--- src/rtl/gpt_pkg.sv ---
package gpt_pkg;
  // window layout: upper address bits select the window, low five bits the register
  localparam int WIN_SHIFT = 5;

  // top window offsets
  localparam logic [4:0] TOP_CTRL = 5'h00;
  localparam logic [4:0] TOP_REV  = 5'h10;

  // channel window offsets
  localparam logic [4:0] CH_CFG  = 5'h00;
  localparam logic [4:0] CH_RLD  = 5'h04;
  localparam logic [4:0] CH_CUR  = 5'h08;
  localparam logic [4:0] CH_OVF  = 5'h0C;
  localparam logic [4:0] CH_STS  = 5'h10;
  localparam logic [4:0] CH_CLR  = 5'h14;
  localparam logic [4:0] CH_MSK  = 5'h18;
endpackage

--- src/rtl/gpt_addr_dec.sv ---
module gpt_addr_dec #(
  parameter int AW     = 8,
  parameter int NUM_CH = 4
) (
  input  logic [AW-1:0]     addr,
  output logic              top_hit,
  output logic [NUM_CH-1:0] ch_hit,
  output logic [4:0]        offset
);
  import gpt_pkg::*;
  localparam int WIN_W = AW - WIN_SHIFT;

  logic [WIN_W-1:0] win;

  assign win     = addr[AW-1:WIN_SHIFT];
  assign offset  = addr[WIN_SHIFT-1:0];
  assign top_hit = (win == '0);

  genvar g;
  generate
    for (g = 0; g < NUM_CH; g++) begin : g_hit
      assign ch_hit[g] = (win == WIN_W'(g + 1));
    end
  endgenerate

  always_comb begin
    assert ($countones({top_hit, ch_hit}) <= 1); // windows never overlap
  end
endmodule

--- src/rtl/gpt_channel.sv ---
module gpt_channel #(
  parameter int DW = 32
) (
  input  logic          clk,
  input  logic          rst_n,
  input  logic          sel_wr,
  input  logic          sel_rd,
  input  logic [4:0]    offset,
  input  logic [DW-1:0] wdata,
  input  logic          tick_ok,
  output logic [DW-1:0] rdata,
  output logic          irq_o,
  output logic          sts_o,
  output logic [DW-1:0] cnt_o,
  output logic          load_o
);
  import gpt_pkg::*;

  // arithmetic kept in functions so the bench can restate it independently
  function automatic logic [DW-1:0] f_step(input logic [DW-1:0] c, input logic [DW-1:0] rl);
    return (c == '0) ? rl : c - DW'(1);
  endfunction

  function automatic logic [DW-1:0] f_sat_inc(input logic [DW-1:0] v);
    return (v == '1) ? v : v + DW'(1);
  endfunction

  function automatic logic [DW-1:0] f_bit(input logic b);
    return {{(DW-1){1'b0}}, b};
  endfunction

  logic          run_q, msk_q, sts_q;
  logic [DW-1:0] rld_q, cnt_q, cur_q, ovf_q;

  // named internal events
  logic wr_cfg, wr_rld, wr_clr, wr_msk;
  logic load_evt, tick_evt, wrap_evt, snap_evt;

  assign wr_cfg   = sel_wr && (offset == CH_CFG);
  assign wr_rld   = sel_wr && (offset == CH_RLD);
  assign wr_clr   = sel_wr && (offset == CH_CLR) && wdata[0];
  assign wr_msk   = sel_wr && (offset == CH_MSK);
  assign load_evt = wr_cfg && wdata[0] && !run_q;
  assign tick_evt = tick_ok && run_q && !load_evt;
  assign wrap_evt = tick_evt && (cnt_q == '0);
  assign snap_evt = sel_rd && (offset == CH_OVF);

  always_ff @(posedge clk or negedge rst_n) begin
    if (!rst_n) begin
      run_q <= 1'b0;
      msk_q <= 1'b0;
      rld_q <= '1;
    end else begin
      if (wr_cfg) run_q <= wdata[0];
      if (wr_msk) msk_q <= wdata[0];
      if (wr_rld) rld_q <= wdata;
    end
  end

  always_ff @(posedge clk or negedge rst_n) begin
    if (!rst_n) begin
      cnt_q <= '0;
    end else if (load_evt) begin
      cnt_q <= rld_q;
    end else if (tick_evt) begin
      cnt_q <= f_step(cnt_q, rld_q);
    end
  end

  always_ff @(posedge clk or negedge rst_n) begin
    if (!rst_n) begin
      ovf_q <= '0;
      sts_q <= 1'b0;
    end else begin
      if (wrap_evt) ovf_q <= f_sat_inc(ovf_q);
      if (wrap_evt)    sts_q <= 1'b1;
      else if (wr_clr) sts_q <= 1'b0;
    end
  end

  always_ff @(posedge clk or negedge rst_n) begin
    if (!rst_n)        cur_q <= '0;
    else if (snap_evt) cur_q <= cnt_q;
  end

  always_comb begin
    rdata = '0;
    if (sel_rd) begin
      case (offset)
        CH_CFG:  rdata = f_bit(run_q);
        CH_RLD:  rdata = rld_q;
        CH_CUR:  rdata = cur_q;
        CH_OVF:  rdata = ovf_q;
        CH_STS:  rdata = f_bit(sts_q);
        CH_MSK:  rdata = f_bit(msk_q);
        default: rdata = '0;
      endcase
    end
  end

  assign irq_o  = sts_q && msk_q;
  assign sts_o  = sts_q;
  assign cnt_o  = cnt_q;
  assign load_o = load_evt;

  AST_LOAD_ON_RUN: assert property (@(posedge clk) disable iff (!rst_n)
    load_evt |=> cnt_q == $past(rld_q));
  AST_HOLD_IDLE: assert property (@(posedge clk) disable iff (!rst_n)
    (!tick_evt && !load_evt) |=> $stable(cnt_q));
  AST_DOWN_STEP: assert property (@(posedge clk) disable iff (!rst_n)
    (tick_evt && cnt_q != '0) |=> cnt_q == $past(cnt_q) - DW'(1));
  AST_WRAP_FLAG: assert property (@(posedge clk) disable iff (!rst_n)
    wrap_evt |=> (sts_q && cnt_q == $past(rld_q)));
  AST_NO_OVERFLOW: assert property (@(posedge clk) disable iff (!rst_n)
    (ovf_q == '1) |=> (ovf_q == '1));
  AST_SNAP_HOLD: assert property (@(posedge clk) disable iff (!rst_n)
    !snap_evt |=> $stable(cur_q));
  AST_CLR_WORKS: assert property (@(posedge clk) disable iff (!rst_n)
    (wr_clr && !wrap_evt) |=> !sts_q);
endmodule

--- src/rtl/gp_timer_bank.sv ---
module gp_timer_bank #(
  parameter int          AW     = 8,
  parameter int          DW     = 32,
  parameter int          NUM_CH = 4,
  parameter logic [31:0] REV_ID = 32'h0001_0200
) (
  input  logic          clk,
  input  logic          rst_n,
  input  logic          tick_en,
  input  logic [AW-1:0] bus_addr,
  input  logic [DW-1:0] bus_wdata,
  input  logic          bus_wr,
  input  logic          bus_rd,
  output logic [DW-1:0] bus_rdata,
  output logic          irq
);
  import gpt_pkg::*;

  logic              top_hit;
  logic [NUM_CH-1:0] ch_hit;
  logic [4:0]        offset;
  logic              glb_q;
  logic              tick_ok;

  logic [NUM_CH-1:0]         irq_vec, sts_vec, load_vec;
  logic [NUM_CH-1:0][DW-1:0] rd_vec, cnt_vec;
  logic [DW-1:0]             top_rdata, ch_rdata;

  gpt_addr_dec #(.AW(AW), .NUM_CH(NUM_CH)) u_dec (
    .addr    (bus_addr),
    .top_hit (top_hit),
    .ch_hit  (ch_hit),
    .offset  (offset)
  );

  always_ff @(posedge clk or negedge rst_n) begin
    if (!rst_n) glb_q <= 1'b0;
    else if (bus_wr && top_hit && offset == TOP_CTRL) glb_q <= bus_wdata[0];
  end

  assign tick_ok = tick_en && glb_q;

  genvar g;
  generate
    for (g = 0; g < NUM_CH; g++) begin : g_ch
      gpt_channel #(.DW(DW)) u_ch (
        .clk     (clk),
        .rst_n   (rst_n),
        .sel_wr  (bus_wr && ch_hit[g]),
        .sel_rd  (bus_rd && ch_hit[g]),
        .offset  (offset),
        .wdata   (bus_wdata),
        .tick_ok (tick_ok),
        .rdata   (rd_vec[g]),
        .irq_o   (irq_vec[g]),
        .sts_o   (sts_vec[g]),
        .cnt_o   (cnt_vec[g]),
        .load_o  (load_vec[g])
      );
    end
  endgenerate

  always_comb begin
    top_rdata = '0;
    if (bus_rd && top_hit) begin
      if (offset == TOP_CTRL)     top_rdata = {{(DW-1){1'b0}}, glb_q};
      else if (offset == TOP_REV) top_rdata = DW'(REV_ID);
    end
  end

  always_comb begin
    ch_rdata = '0;
    for (int i = 0; i < NUM_CH; i++) ch_rdata = ch_rdata | rd_vec[i];
  end

  assign bus_rdata = top_rdata | ch_rdata;
  assign irq       = |irq_vec;

  AST_GLOBAL_GATE: assert property (@(posedge clk) disable iff (!rst_n)
    (!glb_q && load_vec == '0) |=> $stable(cnt_vec));
  AST_IRQ_NEEDS_FLAG: assert property (@(posedge clk) disable iff (!rst_n)
    irq |-> (sts_vec != '0));
  AST_ONE_READER: assert property (@(posedge clk) disable iff (!rst_n)
    (bus_rd && top_hit) |-> ch_rdata == '0);
endmodule

--- config.mk ---
export PLATFORM = sky130hd
export DESIGN_NAME = gp_timer_bank
export DESIGN_NICKNAME = d
export VERILOG_FILES = /design/src/rtl/gpt_pkg.sv /design/src/rtl/gpt_addr_dec.sv /design/src/rtl/gpt_channel.sv /design/src/rtl/gp_timer_bank.sv
export SDC_FILE = /design/constraint.sdc
export NUM_CORES = 1
export LEC_CHECK = 0
export BUFFER_PORTS_ARGS = -buffer_cell sky130_fd_sc_hd__buf_2
export CAP_MARGIN = 20
export CELL_PAD_IN_SITES_DETAIL_PLACEMENT = 0
export CELL_PAD_IN_SITES_GLOBAL_PLACEMENT = 1
export CORE_MARGIN = 2
export CORE_UTILIZATION = 51
export DETAILED_ROUTE_END_ITERATION = 8
export PLACE_DENSITY = 0.88
export SLEW_MARGIN = 0
export SYNTH_ARGS = -nofsm -noshare
export SYNTH_HDL_FRONTEND = slang
export SYNTH_SLANG_ARGS = --single-unit
--- constraint.sdc ---
create_clock -name clk -period 3.24 [get_ports clk]
set_input_delay 0.648 -clock clk [delete_from_list [all_inputs] [get_ports clk]]
set_output_delay 0.648 -clock clk [all_outputs]
set_load 0.02 [all_outputs]
Yosys cells after proc, flatten, opt, wreduce, memory -nomap -nowiden
Cells that the tools add are included.
Storage, ports and cells
  flip-flop bits (word level): 525
  bits in latches: 0
  memory bits (writable): 0
  ROM bits: 0
  input bits: 45
  output and inout port bits: 33
  word-level logic and storage cells: 177
  memories kept: 0
Operators by class
  add/sub/neg operators: 8
  $mul: 0
  divide/modulo/power cells: 0
  $lt $le $gt $ge: 0
  eq/ne operators: 14
  shift operators: 0
  muxes and demuxes: 31
  bitwise operators: 8
  reductions and logical operators: 87
Operators by type and width (count)
  case mux 32 bit (6 select lines): 4
  two-way mux 32 bit: 17
  adder 32 x 1 -> 32 bit (second input constant): 4
  == test 32 bit (second input constant): 4
  zero test 32 bit: 4
  OR 32 bit: 4
  subtractor 32 x 1 -> 32 bit (second input constant): 4
  logical AND 1 bit: 60
  two-way mux 17 bit: 2
  nonzero test 2 bit: 8
  == test 5 bit (second input constant): 3
  == test 5 x 4 -> 1 bit (second input constant): 2
  zero test 1 bit: 8
  two-way mux 1 bit: 8
  AND reduction 2 bit: 4
  == test 3 x 2 -> 1 bit (second input constant): 2
  == test 5 x 3 -> 1 bit (second input constant): 1
  zero test 5 bit: 1
  NOT 1 bit: 4
  OR reduction 4 bit: 1
  == test 3 x 1 -> 1 bit (second input constant): 1
  == test 3 bit (second input constant): 1
  zero test 3 bit: 1

Depth between registers and ports, before layout
  depth in word-level cells: 9
  gate-level depth with buffers: 10

Hierarchy
From an unflattened synthesis, not the netlist that was laid out.
Second synthesis, totals
  cell total of the unflattened synthesis: 2623
  area total of the unflattened synthesis: 27431.3 um^2
By module, submodules not included
  gpt_channel (g_ch[0].u_ch ...): instances 2, cells each 651, area an instance 6782.8 um^2, sequential area each 3318.2 um^2
  gpt_channel (g_ch[2].u_ch ...): instances 2, cells each 629, area an instance 6700.2 um^2, sequential area each 3318.2 um^2
  gp_timer_bank: instances 1, cells each 53, area an instance 390.4 um^2, sequential area each 25.0 um^2
  gpt_addr_dec: instances 1, cells each 10, area an instance 75.1 um^2, sequential area each 0.0 um^2

Worst setup path after synthesis
Ideal clock, no wire load.
  kind: input-to-reg
  start point: input bus_addr[1]
  end point: register g_ch[2].u_ch.cnt_q[31]
  library setup time: 65 ps
  arrival time: 2923 ps
  slack: 252 ps
  stages on the path: 9
  buffers on the path: 3
  cells stage by stage: or4_1 buf_4 or4_4 buf_6 and2_4 buf_6 or4_1 a21oi_1 a211o_1
On the way
  longest elaborated chain between the ends: 7
RTL lines
  from (decl): RTL line gp_timer_bank.sv:10  | input logic [AW-1:0] bus_addr,
  zero test 5 bit (*): RTL line gpt_channel.sv:39  | assign wr_cfg = sel_wr && (offset == CH_CFG);
  logical AND 1 bit (*): RTL line gpt_channel.sv:39
  logical AND 1 bit (*) (2 in a row): RTL line gpt_channel.sv:43  | assign load_evt = wr_cfg && wdata[0] && !run_q;
  zero test 1 bit: RTL line gpt_channel.sv:44  | assign tick_evt = tick_ok && run_q && !load_evt;
  logical AND 1 bit: RTL line gpt_channel.sv:44
  nonzero test 2 bit (no source line)
  to (signal assigned): RTL line gpt_channel.sv:64  | cnt_q <= rld_q;
  to (signal assigned): RTL line gpt_channel.sv:66  | cnt_q <= f_step(cnt_q, rld_q);
  to (decl): RTL line gpt_channel.sv:33  | logic [DW-1:0] rld_q, cnt_q, cur_q, ovf_q;
Every way passes the cells marked *; elsewhere a longest branch is shown, timed or not.
A chain may end at the register's enable or synchronous reset.

Worst setup path in the final report
  start point: input bus_addr[3]
  end point: output bus_rdata[30]
On the way
  longest elaborated chain between the ends: 7
RTL lines
  == test 5 bit (tied with other cells): RTL line gpt_channel.sv:89  | case (offset)
  case mux 32 bit (6 select lines): RTL line gpt_channel.sv:89
  two-way mux 32 bit: RTL line gpt_channel.sv:88  | if (sel_rd) begin
  OR 32 bit (2 in a row): RTL line gp_timer_bank.sv:73  | for (int i = 0; i < NUM_CH; i++) ch_rdata = ch_rdata | rd_vec[i];
  OR 32 bit (*): RTL line gp_timer_bank.sv:73
  OR 32 bit (*): RTL line gp_timer_bank.sv:76  | assign bus_rdata = top_rdata | ch_rdata;
  to (decl): RTL line gp_timer_bank.sv:14  | output logic [DW-1:0] bus_rdata,
Marks and branches as above.

==> impl_metrics.env <==
export IMPL_seqPwrFrac_pct=44.0
export IMPL_synth_xor_area_share_pct=3.80
export IMPL_grt_pass1_vias=23700
export IMPL_hold_buffers=0
export IMPL_syn_inst=2702
export IMPL_gp_congestion=0.987
export IMPL_io_pins=78
export IMPL_drc=0
export IMPL_cts_root_buf="clkbuf_16"
export IMPL_ir_worst_vdd_v=0.000384
export IMPL_worst_pin_slew_ns=0.780
export IMPL_ys_async_sr_fraction_pct=100
export IMPL_fin_crit_sh_pct=101
export IMPL_wire_per_inst_um=28.9
export IMPL_leakage_nw=14.8
export IMPL_intPower_mw=11.7
export IMPL_die_w_um=240
export IMPL_synth_compound_area_share_pct=12.6
export IMPL_grt_pass1_wl_um=159000
export IMPL_synth_simple_area_share_pct=17.4
export IMPL_ys_ff_latch=525
export IMPL_maxCapViolations=0
export IMPL_synthAdderAreaFrac_pct=0.529
export IMPL_final_common_cell="dfrtp_1"
export IMPL_clk_pin_slew_ns=0.06
export IMPL_clock_fmax_mhz=306
export IMPL_final_setup_tns_ns=-0.0722
export IMPL_synth_avg_cell_area_um2=10.5
export IMPL_yosys_warnings=0
export IMPL_drv_slew=0
export IMPL_cp_required_ns=2.59
export IMPL_vias=24800
export IMPL_ys_seq_area_share_pct=46.9
export IMPL_synthesis_area_mm2=0.0284
export IMPL_hpwl_um=80000
export IMPL_viasPerCell=6.63
export IMPL_cts_sinks=525
export IMPL_power_switching_mw=4.41
export IMPL_die_y_um=240
export IMPL_syn_nets=2759
export IMPL_portBuffers=77
export IMPL_initial_core_util_pct=51.5
export IMPL_cts_buffers=57
export IMPL_crit_fanout=21
export IMPL_cts_tree="done"
export IMPL_worstPathArrival_ns=2.62
export IMPL_critPathKind="in2out"
export IMPL_die_area_mm2=0.0575
export IMPL_drt_pass1_iterations=6
export IMPL_final_cell_mix="397 x dfrtp_1, 391 x mux2_2, 232 x buf_4"
export IMPL_h_tree_depth=2
export IMPL_timing_final_ws_setup_ns=-0.0279
export IMPL_row_count=86
export IMPL_failed_checks="negative setup slack"
export IMPL_globalRoute_totalOverflow=0
export IMPL_power_density_mw_per_mm2=481
export IMPL_synth_top_family_by_area="simple AND/OR/NAND/NOR gates"
export IMPL_power_mw=16.1
export IMPL_drive_above_1_share_pct=34.8
export IMPL_synth_cell_types=79
export IMPL_nets=2994
export IMPL_end_kind="primary output"
export IMPL_hold_path_class="in2async"
export IMPL_finalClockSkew_ns=0.0246
export IMPL_setup_worst_path_start_class="input pin"
export IMPL_ys_flop_type="dfrtp_1"
export IMPL_status="complete, but fails checks"
export IMPL_routed_wl_um=108000
export IMPL_track_usage_pct=37.7
export IMPL_synth_edff_count=0
export IMPL_ant_nets=0
export IMPL_clk_latency_ns=0.64
export IMPL_antenna_found_initial=10
export IMPL_setup_violations=3
export IMPL_power_switching_share_pct=27.4
export IMPL_relSlewSlack_pct=47.6
export IMPL_hold_viol=0
export IMPL_power_share_clock_pct=42.7
export IMPL_drtIter0Drc=2990
export IMPL_holdWs_ns=0.0472
export IMPL_syn2layout_area_growth_pct=18.0
export IMPL_cts_max_path_buffers=3
export IMPL_muxShareOfSynthArea_pct=15.9
export IMPL_core_area_mm2=0.0551
export IMPL_grt_max_degree=72
export IMPL_p_comb_share_pct=13.3
export IMPL_rsz0062_at_grt="false"
export IMPL_fin_crit_ns=3.27
timing repair:
| item | 4_1_cts | 5_1_grt |
|---|---|---|
| resized for setup | 5 | 8 |
| gates cloned | 0 | 1 |
| setup buffers | 4 | 0 |
| pin swaps | 1 | 1 |
| setup endpoints to repair | 9 | 8 |
per-layer routing:
metal | track usage, % | share of wire [%]
met1 | 53.4 | 41
met3 | 8.56 | 11
met2 | 54.0 | 42
met4 | 19.2 | 6.1
met5 | 0 | 0.025
worst max-delay path, cell delays in order:
cell and delay, ns:
buf_8 0.23, buf_12 0.23, mux2_2 0.36, a22oi_1 0.30, buf_4 0.21, o22ai_1 0.07
or2_2 0.35, buf_2 0.18
per-stage QoR:
step,util (%),cells,instance area [um^2],setup WS (ns)
2_1_floorplan,-,2702,28400,0.252
3_3_place_gp,56.9,3619,31300,-0.0871
3_5_place_dp,56.9,3621,31400,-0.0714
4_1_cts,60.6,3732,33400,0.0188
5_1_grt,60.7,3734,33500,0.00410
6_report,60.8,3737,33500,-0.0279
layout make-up:
type                            instances  area (um^2)
Clock buffer                           84         1710
Inverter                               41          154
Sequential cell                       525        13300
Clock inverter                         23          264
Fill cell                            4625        21600
Antenna cell                            4         10.0
Timing Repair Buffer                  335         2690
Tap cell                              748          936
Multi-Input combinational cell       1977        14400
kinds of logic (layout without fill, tap and decap cells):
family / count (synthesis) / after routing
AOI/OAI and AO/OA: 527 / 527
xor gates and xnor gates: 123 / 123
adders and majority gates: 12 / 12
buffers and inverters: 200 / 483
DFF: 525 / 525
muxes: 403 / 403
other: 0 / 4
and+or+nand+nor: 912 / 912
power groups by stage:
stage	combinational [mW]	sequential (mW)	clock [mW]
detailed placement	2.08	7.18	0
finish	2.14	7.08	6.87
floorplan	1.12	7.03	0
global route	2.29	7.09	7.22
global placement	2.06	7.17	0
CTS	2.09	7.06	6.93
synthesized netlist by cell type, drive strengths merged (10+ instances only):
| library cell | count | area [um^2] |
|---|---|---|
| nor4 | 60 | 445 |
| mux2 | 391 | 4400 |
| o22ai | 52 | 325 |
| and3 | 39 | 244 |
| buf | 35 | 188 |
| nand2 | 154 | 578 |
| dfrtp | 397 | 9930 |
| xor2 | 52 | 455 |
| a21oi | 85 | 425 |
| nand4 | 79 | 494 |
| mux2i | 12 | 120 |
| xnor2 | 71 | 622 |
| o21ai | 100 | 504 |
| and2 | 13 | 83.8 |
| a22oi | 151 | 1130 |
| inv | 41 | 154 |
| a31oi | 16 | 100 |
| o311ai | 10 | 87.6 |
| a211o | 10 | 87.6 |
| or2 | 32 | 200 |
| or4 | 29 | 229 |
| and4 | 24 | 210 |
| dfstp | 128 | 3360 |
| or3 | 25 | 156 |
| nand3 | 149 | 746 |
| clkbuf | 124 | 467 |
| ha | 12 | 150 |
| nor3 | 102 | 526 |
| nor2 | 153 | 574 |
| a211oi | 10 | 75.1 |
path summary, 6_finish.rpt:
kind                            slack (ns)  cells after the start                               start                            endpoint
worst min-delay path                  0.05                      1                               rst_n  g_ch[1].u_ch.cur_q[19]$_DFFE_PN0P_
worst max register to register        0.05                      8   g_ch[0].u_ch.cnt_o[0]$_DFFE_PN0P_  g_ch[0].u_ch.cnt_o[30]$_DFFE_PN0P_
min in group clk                      0.40                      2                       bus_wdata[11]  g_ch[1].u_ch.rld_q[11]$_DFFE_PN1P_
max in group asynchronous             2.20                      2                               rst_n  g_ch[2].u_ch.rld_q[12]$_DFFE_PN1P_
worst max-delay path                 -0.03                      8                         bus_addr[3]                       bus_rdata[30]
worst min register to register        0.49                      1  g_ch[0].u_ch.ovf_q[31]$_DFFE_PN0P_  g_ch[0].u_ch.ovf_q[31]$_DFFE_PN0P_
registers in the layout, indices dropped and copies added (netlist names):
signal	count
g_ch.u_ch.cnt_o	128
g_ch.u_ch.cur_q	128
g_ch.u_ch.msk_q	4
g_ch.u_ch.ovf_q	128
g_ch.u_ch.rld_q	128
g_ch.u_ch.run_q	4
g_ch.u_ch.sts_o	4
glb_q	1
Note: power is estimated with default switching activity, not from simulation.
